--- src/rtl/cg_pkg.sv ---
// Shared types for the commutation guard.
// Assumes: nothing beyond a standard SystemVerilog compiler.
package cg_pkg;

    // Where the shared counter sits relative to the two thresholds.
    typedef enum logic [1:0] {
        PH_IDLE     = 2'd0,  // no commutation seen since reset
        PH_BLANK    = 2'd1,  // counter below the low threshold
        PH_CHECK    = 2'd2,  // between the thresholds
        PH_DEADLINE = 2'd3   // counter at or above the high threshold
    } cg_phase_e;

endpackage

--- src/rtl/cg_thresh_cfg.sv ---
// Threshold register stage.
// Registers the requested low and high counts. When the low count is not
// strictly below the high count, it raises an error flag and pulls the low
// count to one under the high count (or to 0 when the high count is 0).
// Assumes: the inputs are quasi-static configuration values.
module cg_thresh_cfg #(
    parameter int unsigned CNT_W  = 8,
    parameter int unsigned DEF_LO = 4,
    parameter int unsigned DEF_HI = 32
) (
    input  logic             clk,
    input  logic             rst_n,
    input  logic [CNT_W-1:0] lo_req_i,
    input  logic [CNT_W-1:0] hi_req_i,
    output logic [CNT_W-1:0] lo_o,
    output logic [CNT_W-1:0] hi_o,
    output logic             err_o
);

    localparam logic [CNT_W-1:0] ONE    = CNT_W'(1);
    localparam logic [CNT_W-1:0] RST_LO = CNT_W'(DEF_LO);
    localparam logic [CNT_W-1:0] RST_HI = CNT_W'(DEF_HI);

    logic             order_ok;
    logic [CNT_W-1:0] lo_fix;

    // Purpose: decide the ordering and the clamped low value.
    always_comb begin
        order_ok = (lo_req_i < hi_req_i);
        if (order_ok)
            lo_fix = lo_req_i;
        else if (hi_req_i == '0)
            lo_fix = '0;
        else
            lo_fix = hi_req_i - ONE;
    end

    // Purpose: hold the effective thresholds and the error flag.
    always_ff @(posedge clk) begin
        if (!rst_n) begin
            lo_o  <= RST_LO;
            hi_o  <= RST_HI;
            err_o <= 1'b0;
        end else begin
            lo_o  <= lo_fix;
            hi_o  <= hi_req_i;
            err_o <= !order_ok;
        end
    end

    // the effective low threshold stays under a nonzero high threshold.
    p_lo_below_hi_r9: assert property (@(posedge clk) disable iff (!rst_n)
        (hi_o != '0) |-> (lo_o < hi_o));

endmodule

--- src/rtl/cg_timer.sv ---
// Shared commutation timer.
// Clears on every restart and counts up once per clock. It saturates at
// the high threshold and never wraps. active_o marks that at least one
// restart has occurred since reset.
// Assumes: restart_i is already the OR of normal and forced events.
module cg_timer #(
    parameter int unsigned CNT_W = 8
) (
    input  logic             clk,
    input  logic             rst_n,
    input  logic             restart_i,
    input  logic [CNT_W-1:0] hi_i,
    output logic [CNT_W-1:0] cnt_o,
    output logic             active_o
);

    localparam logic [CNT_W-1:0] ONE = CNT_W'(1);

    // Purpose: restart, count or hold the shared timer.
    always_ff @(posedge clk) begin
        if (!rst_n) begin
            cnt_o    <= '0;
            active_o <= 1'b0;
        end else if (restart_i) begin
            cnt_o    <= '0;
            active_o <= 1'b1;
        end else if (active_o && (cnt_o < hi_i)) begin
            cnt_o    <= cnt_o + ONE;
        end
    end

    // a restart leaves the counter at zero and the timer running.
    p_restart_zero_r2: assert property (@(posedge clk) disable iff (!rst_n)
        restart_i |=> ((cnt_o == '0) && active_o));

    // a saturated counter holds while the deadline does not move.
    p_saturate_r6: assert property (@(posedge clk) disable iff (!rst_n)
        (!restart_i && active_o && (cnt_o >= hi_i) && $stable(hi_i))
        |=> $stable(cnt_o));

endmodule

--- src/rtl/cg_window.sv ---
// Window decode and watchdog.
// Maps the counter onto the blank, check and deadline phases and masks
// the comparator output while blanking. It arms at each restart and
// disarms on a polarity match outside blanking. At the deadline with no
// match it issues a one-cycle forced commutation, unless a normal
// commutation arrives on that same edge.
// Assumes: lo_i < hi_i, or both are zero, as cg_thresh_cfg guarantees.
module cg_window
    import cg_pkg::*;
#(
    parameter int unsigned CNT_W    = 8,
    parameter bit          MASK_VAL = 1'b0
) (
    input  logic             clk,
    input  logic             rst_n,
    input  logic             commutate_i,
    input  logic [CNT_W-1:0] cnt_i,
    input  logic             active_i,
    input  logic [CNT_W-1:0] lo_i,
    input  logic [CNT_W-1:0] hi_i,
    input  logic             cmp_i,
    input  logic             pol_i,
    output logic             blank_o,
    output logic             masked_o,
    output logic             force_o
);

    cg_phase_e phase;
    logic      armed_q;
    logic      seen;
    logic      expire;
    logic      restart;

    // Purpose: place the counter in one of the four phases.
    always_comb begin
        if (!active_i)
            phase = PH_IDLE;
        else if (cnt_i < lo_i)
            phase = PH_BLANK;
        else if (cnt_i < hi_i)
            phase = PH_CHECK;
        else
            phase = PH_DEADLINE;
    end

    // Purpose: blank flag and the watchdog match / expiry decisions.
    always_comb begin
        blank_o = (phase == PH_BLANK);
        seen    = armed_q && ((phase == PH_CHECK) || (phase == PH_DEADLINE))
                  && (cmp_i == pol_i);
        expire  = armed_q && (phase == PH_DEADLINE) && !seen && !commutate_i;
        restart = commutate_i || force_o;
    end

    // Select the masked level chosen by the parameter.
    generate
        if (MASK_VAL) begin : g_mask_high
            assign masked_o = blank_o ? 1'b1 : cmp_i;
        end else begin : g_mask_low
            assign masked_o = blank_o ? 1'b0 : cmp_i;
        end
    endgenerate

    // Purpose: arm at each restart, disarm on a match or on expiry.
    always_ff @(posedge clk) begin
        if (!rst_n)
            armed_q <= 1'b0;
        else if (restart)
            armed_q <= 1'b1;
        else if (seen || expire)
            armed_q <= 1'b0;
    end

    // Purpose: register the one-cycle forced commutation pulse.
    always_ff @(posedge clk) begin
        if (!rst_n)
            force_o <= 1'b0;
        else
            force_o <= expire;
    end

    // a forced pulse never lasts two cycles.
    p_force_single_r5: assert property (@(posedge clk) disable iff (!rst_n)
        force_o |=> !force_o);

    // a normal commutation is never followed by a forced pulse.
    p_commutate_wins_r8: assert property (@(posedge clk) disable iff (!rst_n)
        commutate_i |=> !force_o);

    // no forced pulse while the comparator is blanked.
    p_no_force_in_blank_r7: assert property (@(posedge clk) disable iff (!rst_n)
        blank_o |-> !force_o);

    // the watchdog is disarmed while its own pulse is out.
    p_disarm_on_force_r5: assert property (@(posedge clk) disable iff (!rst_n)
        force_o |-> !armed_q);

endmodule

--- src/rtl/commutation_guard.sv ---
// Commutation blanking and watchdog timer, top level.
// One shared counter restarts on every normal or forced commutation. A
// low threshold sets the comparator blanking window. A high threshold sets
// the deadline for the expected back-EMF polarity. A missed deadline
// yields a one-cycle forced commutation, which is also fed back as a
// restart.
// Assumes: commutate_i is a single-cycle pulse synchronous to clk.
module commutation_guard #(
    parameter int unsigned CNT_W    = 8,
    parameter int unsigned DEF_LO   = 4,
    parameter int unsigned DEF_HI   = 32,
    parameter bit          MASK_VAL = 1'b0
) (
    input  logic             clk,
    input  logic             rst_n,
    input  logic             commutate_i,
    input  logic             bemf_cmp_i,
    input  logic             expect_pol_i,
    input  logic [CNT_W-1:0] blank_thr_i,
    input  logic [CNT_W-1:0] wd_thr_i,
    output logic             blank_o,
    output logic             cmp_masked_o,
    output logic             force_comm_o,
    output logic             thr_err_o
);

    logic [CNT_W-1:0] lo_eff;
    logic [CNT_W-1:0] hi_eff;
    logic [CNT_W-1:0] cnt;
    logic             active;
    logic             restart;

    // Purpose: a normal or a forced commutation restarts the timer.
    always_comb restart = commutate_i || force_comm_o;

    cg_thresh_cfg #(
        .CNT_W  (CNT_W),
        .DEF_LO (DEF_LO),
        .DEF_HI (DEF_HI)
    ) u_cfg (
        .clk      (clk),
        .rst_n    (rst_n),
        .lo_req_i (blank_thr_i),
        .hi_req_i (wd_thr_i),
        .lo_o     (lo_eff),
        .hi_o     (hi_eff),
        .err_o    (thr_err_o)
    );

    cg_timer #(
        .CNT_W (CNT_W)
    ) u_timer (
        .clk       (clk),
        .rst_n     (rst_n),
        .restart_i (restart),
        .hi_i      (hi_eff),
        .cnt_o     (cnt),
        .active_o  (active)
    );

    cg_window #(
        .CNT_W    (CNT_W),
        .MASK_VAL (MASK_VAL)
    ) u_win (
        .clk         (clk),
        .rst_n       (rst_n),
        .commutate_i (commutate_i),
        .cnt_i       (cnt),
        .active_i    (active),
        .lo_i        (lo_eff),
        .hi_i        (hi_eff),
        .cmp_i       (bemf_cmp_i),
        .pol_i       (expect_pol_i),
        .blank_o     (blank_o),
        .masked_o    (cmp_masked_o),
        .force_o     (force_comm_o)
    );

    // while blanking, the masked output shows the fixed level.
    p_masked_r3: assert property (@(posedge clk) disable iff (!rst_n)
        blank_o |-> (cmp_masked_o == MASK_VAL));

    // blanking only ever follows a commutation since reset.
    p_blank_needs_start_r1: assert property (@(posedge clk) disable iff (!rst_n)
        blank_o |-> active);

endmodule

--- config.mk ---
export PLATFORM = sky130hd
export DESIGN_NAME = commutation_guard
export DESIGN_NICKNAME = d
export VERILOG_FILES = /design/src/rtl/cg_pkg.sv /design/src/rtl/cg_thresh_cfg.sv /design/src/rtl/cg_timer.sv /design/src/rtl/cg_window.sv /design/src/rtl/commutation_guard.sv
export SDC_FILE = /design/constraint.sdc
export NUM_CORES = 1
export LEC_CHECK = 0
export BUFFER_PORTS_ARGS = -buffer_cell sky130_fd_sc_hd__buf_2
export CAP_MARGIN = 40
export CORE_MARGIN = 3
export CORE_UTILIZATION = 51
export DETAILED_ROUTE_END_ITERATION = 16
export PLACE_DENSITY = 0.75
export SYNTH_ARGS = -nofsm -noshare
export SYNTH_HDL_FRONTEND = slang
export SYNTH_SLANG_ARGS = --single-unit
--- constraint.sdc ---
create_clock -name clk -period 1.7 [get_ports clk]
set_input_delay 0.085 -clock clk [delete_from_list [all_inputs] [get_ports clk]]
set_output_delay 0.085 -clock clk [all_outputs]
set_load 0.05 [all_outputs]
# Word level (Yosys, flattened, before mapping)
# Cells that the tools add are included.
[word_totals]
ff_bits = 28
latch_bits = 0
mem_bits_rw = 0
romBits = 0
input_bits = 21
output_inout_bits = 4
elab_cells = 40
memories = 0
[classes]
n_addsub = 2
n_mul = 0
n_div = 0
magnitude_cmp = 3
eq_ne = 4
shifts = 0
n_mux = 8
n_bitwise = 1
n_reduce_logical = 15
[ops]
columns = ["cell", "n"]
rows = [
  ["$lt A8 B8 Y1", 3],
  ["$mux W8", 2],
  ["$add A8 B1 Y8 const B", 1],
  ["$logic_not A8 Y1", 1],
  ["$sub A8 B1 Y8 const B", 1],
  ["$logic_and A1 B1 Y1", 6],
  ["$eq A2 B2 Y1 const B", 2],
  ["$mux W1", 4],
  ["$mux W2", 2],
  ["$logic_not A1 Y1", 3],
  ["$logic_or A1 B1 Y1", 3],
  ["$eq A2 B1 Y1 const B", 1],
  ["$reduce_bool A2 Y1", 1],
  ["$reduce_or A2 Y1", 1],
  ["$eq A1 B1 Y1", 1],
  ["$not A1 Y1", 1],
]

# Depth between registers and ports, before layout
[logic_depth]
ltp_word = 14
depth_mapped = 8
depth_no_buf = 7

# Cells and area by module
# A second synthesis with hierarchy kept.
[hier_totals]
cells_unflattened = 225
area_unflattened_um2 = 2044.5
[by_module_without_submodules]
columns = ["mod", "n_inst", "cells_per_inst", "area_per_inst_um2", "seq_area_each_um2"]
rows = [
  ["cg_thresh_cfg", 1, 97, 909.6, 340.3],
  ["cg_timer", 1, 69, 619.3, 180.2],
  ["cg_window", 1, 58, 509.2, 40.0],
  ["commutation_guard", 1, 1, 6.3, 0.0],
]

# Worst setup path after synthesis
# No wires, ideal clock.
[synth_path]
path_kind = "register -> output"
start = "register u_timer.cnt_o[6]"
end = "output port cmp_masked_o"
t_arrival_ps = 2175
required_time_ps = 1615
slack_ps = -560
path_stages_with_launch = 6
path_cell_list = "dfxtp_1 ha_1 and4_1 a221o_1 a21oi_1 a21boi_0"
[synth_via]
elab_chain_cells = 6
word_cells_on_any_way = 7
classes_between = "order compare (2); eq/ne (1); mux (4)"
[synth_lines]
columns = ["item", "line", "source"]
rows = [
  ["from (decl)", "cg_timer.sv:13", "output logic [CNT_W-1:0] cnt_o,"],
  ["from (signal assigned)", "cg_timer.sv:28", "cnt_o <= cnt_o + ONE;"],
  ["$lt A8 B8 Y1", "cg_window.sv:40", "else if (cnt_i < hi_i)"],
  ["$mux W1", "cg_window.sv:40", ""],
  ["$mux W2 (*)", "cg_window.sv:38", "else if (cnt_i < lo_i)"],
  ["$mux W2 (*)", "cg_window.sv:36", "if (!active_i)"],
  ["$eq A2 B1 Y1 (*)", "cg_window.sv:48", "blank_o = (phase == PH_BLANK);"],
  ["$mux W1 (*)", "cg_window.sv:60", "assign masked_o = blank_o ? 1'b0 : cmp_i;"],
  ["to (decl)", "commutation_guard.sv:22", "output logic cmp_masked_o,"],
]
# Every way passes the cells marked *; elsewhere a longest branch is shown, timed or not.

# Worst setup path after layout
[layout_path]
start = "register u_timer.cnt_o[2]"
end = "output port cmp_masked_o"
# Same word-level chain as after synthesis.

==> results.toml <==
[run_status]
outcome = "finished, violations left"
violations = "setup timing"

[sta]
setup_viol = 12
fmax_mhz = 481.0
skew_ps = 12.20
fin_crit_sh = 1.223
finalWorstSetupSlack_ps = -379.2
worst_pin_slew_ps = 343.8
slew_headroom = 0.7708
hold_viol_final = 0
maxSlewViolCount = 0
rsz0062_at_grt = "true"
fin_crit_ps = 2079

[layout]
synthToLayoutAreaGrowth_pct = 47.92
final-instance-count-excl-fill = 329
n_antenna_cell = 0
final_area_sq_um = 2619
nets = 330
final_util = 0.8240
drive_above_1_share = 0.4351
fillers = 197

[routing]
ant_nets = 0
dr_total_vias = 1835
drt-wirelength-per-cell_microns = 16.23
post_drt_via_cell_ratio = 5.578
dr.first_iter.drc_count = 99
dr.pass1.iters = 4
drc = 0
drt-total-wl_mm = 5.341

[clock_network]
cts_tree = "built"
cts_buffers = 3
clock_sinks = 28
cts_root_buf = "clkbuf_4"
clock_latency_ps = 330
cts.htree.levels = 1
clk_path_buf_depth = 2
clk_pin_slew_ps = 150

[global_route]
grt_max_degree = 17
antenna_found_initial = 0
overflow = 0
grt_pass1_vias = 1709
grt_pass1_wl_mm = 7.700
grt_usage = 0.2341

[die]
start_util = 0.5571
die_x_microns = 64.92
row_count = 20
io_pins = 25
die_y_microns = 64.92
die_area_sq_um = 4215
coreArea_sq_um = 3178

[place]
gp_congestion = 0.8003
dp.cells = 308
place_ws_ps = -138.2
dp_hpwl_mm = 3.173
numPortBuffers = 24
place_area_sq_um = 2195

[flow_run]
drv_cap = 0

[power_and_ir_drop]
pwr-share-seq = 0.433
power_uw = 1628
ir_drop_mv = 0.5250
p_per_area_nw_per_um2 = 621.8
clkPwrFrac = 0.268
leakage_uw = 0.001217
sw_frac_of_total = 0.2822
p_sw_uw = 459.6
combPwrFrac = 0.298
intPower_uw = 1169

[setup_path]
reg2reg_depth = 8
cp.depth = 8
worstPathMaxFanout = 6
crit_family = "compound AO/OA/AOI/OAI gates"
cpMostUsedCell = "buf_4"
worst_path_largest_cell_delay_ps = 350
path_buf_inv = 3
crit_chain = "buf_4, ha_1, o21ai_0, a21oi_1, a21oi_2, buf_4, a21boi_2, buf_6"
critPathLaunchType = "flip-flop"
crit_slowest_cell = "dfxtp_2"
cp.arrival_ps = 1990
crit_path_end_kind = "primary output"
worstSetupPathType = "flip-flop to primary output"
critPathRequiredTime_ps = 1620

[synthesis]
synth-seq-cells = 28
syn_area_sq_um = 1770
synth_ff_type = "dfxtp_1"
synth-async-reset-ratio = 0
netlist_instances = 210
netlist_top_cells_area = "dfxtp_1, ha_1, inv_1"
synth_edf_count = 0
yosysSeqAreaShare = 0.3166
synthesis.nets = 254
synth_top_area_share = 0.3166
ys_warn_count = 0
yosysTopAreaCell = "dfxtp_1"
avgSynthCellArea_sq_um = 8.431
ys_types = 44

[hold_path]
hold_path_depth = 3
hold_class = "primary input to flip-flop"
-- tightest hold or removal path: stages --
cell and delay [ps]:
buf_2 90, o211ai_1 100, o41ai_2 70
-- state kept, by name (all words and copies together), names as in the netlist --
name and cells:
u_cfg.hi_o 8, u_cfg.lo_o 8, u_timer.cnt_o 8, u_cfg.err_o 1, u_timer.active_o 1, u_win.armed_q 1, u_win.force_o 1
-- logic make-up (layout without fill, tap and decap cells) --
logic type | Yosys count | in the layout | synth area share
simple gates | 70 | 70 | 0.2014
buf+inv | 31 | 106 | 0.07421
mux | 4 | 4 | 0.02262
compound gates | 48 | 48 | 0.1929
fa+ha+maj | 23 | 23 | 0.1625
xor+xnor | 6 | 6 | 0.02968
flops | 28 | 28 | 0.3166
-- final cells by class --
| type | count | area [sq um] | share of cell area |
|---|---|---|---|
| Sequential cell | 28 | 574.3 | 0.2193 |
| Clock inverter | 1 | 30.03 | 0.01147 |
| Multi-Input combinational cell | 151 | 1282 | 0.4897 |
| Clock buffer | 3 | 22.52 | 0.008600 |
| Timing Repair Buffer | 75 | 553.0 | 0.2112 |
| Inverter | 27 | 101.3 | 0.03870 |
| Tap cell | 44 | 55.05 | 0.02102 |
-- layer usage --
layer | GRT usage | part of all wire
met1 | 0.2991 | 0.41
met4 | 0.1108 | 0.034
met3 | 0.02600 | 0.038
met2 | 0.3908 | 0.52
met5 | 0 | 0
-- path summary, 6_finish.rpt --
check,start,end,slack [ps]
hold / removal,blank_thr_i[1],u_cfg.lo_o[1],30
setup / recovery,u_timer.cnt_o[2],cmp_masked_o,-380
hold reg to reg,u_win.armed_q,u_win.force_o,530
setup reg to reg,u_timer.cnt_o[7],u_timer.cnt_o[2],-200
-- cells in the mapped netlist, types with 4 or more instances --
library cell,count
dfxtp_1,28
inv_1,27
ha_1,23
nor2_1,21
nand2_1,13
a21oi_1,12
o21ai_0,9
nand2b_1,6
nand3_1,6
nor3_1,6
o211ai_1,5
xnor2_1,5
mux2i_1,4
-- per-stage QoR --
stage	hold slack (ps)	setup TNS (ps)
3_5_place_dp	320.9	-1633
2_1_floorplan	184.8	0
5_1_grt	42.04	-3400
4_1_cts	10.62	-1527
3_3_place_gp	319.7	-1295
6_report	27.34	-2127
-- cells in the final DEF, fill, tap and decap left out, types with 4 or more instances in the layout --
cell,n
nand2b_1,5
nor3_1,6
o21ai_0,9
buf_2,22
xnor2_1,4
nand3_1,4
inv_1,24
buf_4,41
ha_4,8
nand2_1,11
ha_1,15
a21oi_2,9
buf_6,6
dfxtp_2,8
o211ai_1,5
dfxtp_1,19
mux2i_1,4
nor2_1,20
a21oi_1,5
dlygate4sd3_1,4
-- power by group through the flow --
stage	Clock, uW	Sequential [uW]	Combinational [uW]
after global placement	0	718	362
after global routing	469	709	529
after CTS	446	703	417
after detailed placement	0	719	368
after floorplan	0	726	215
final	437	706	486
-- what timing repair did --
item	in CTS	in global routing
buffers inserted	7	6
hold buffers	5	0
setup endpoints to repair	11	18
cloned	0	0
resized for setup	31	21
pin swaps	24	16
hold endpoints to repair	5	0
No activity file was read; power rests on OpenSTA's default activity.
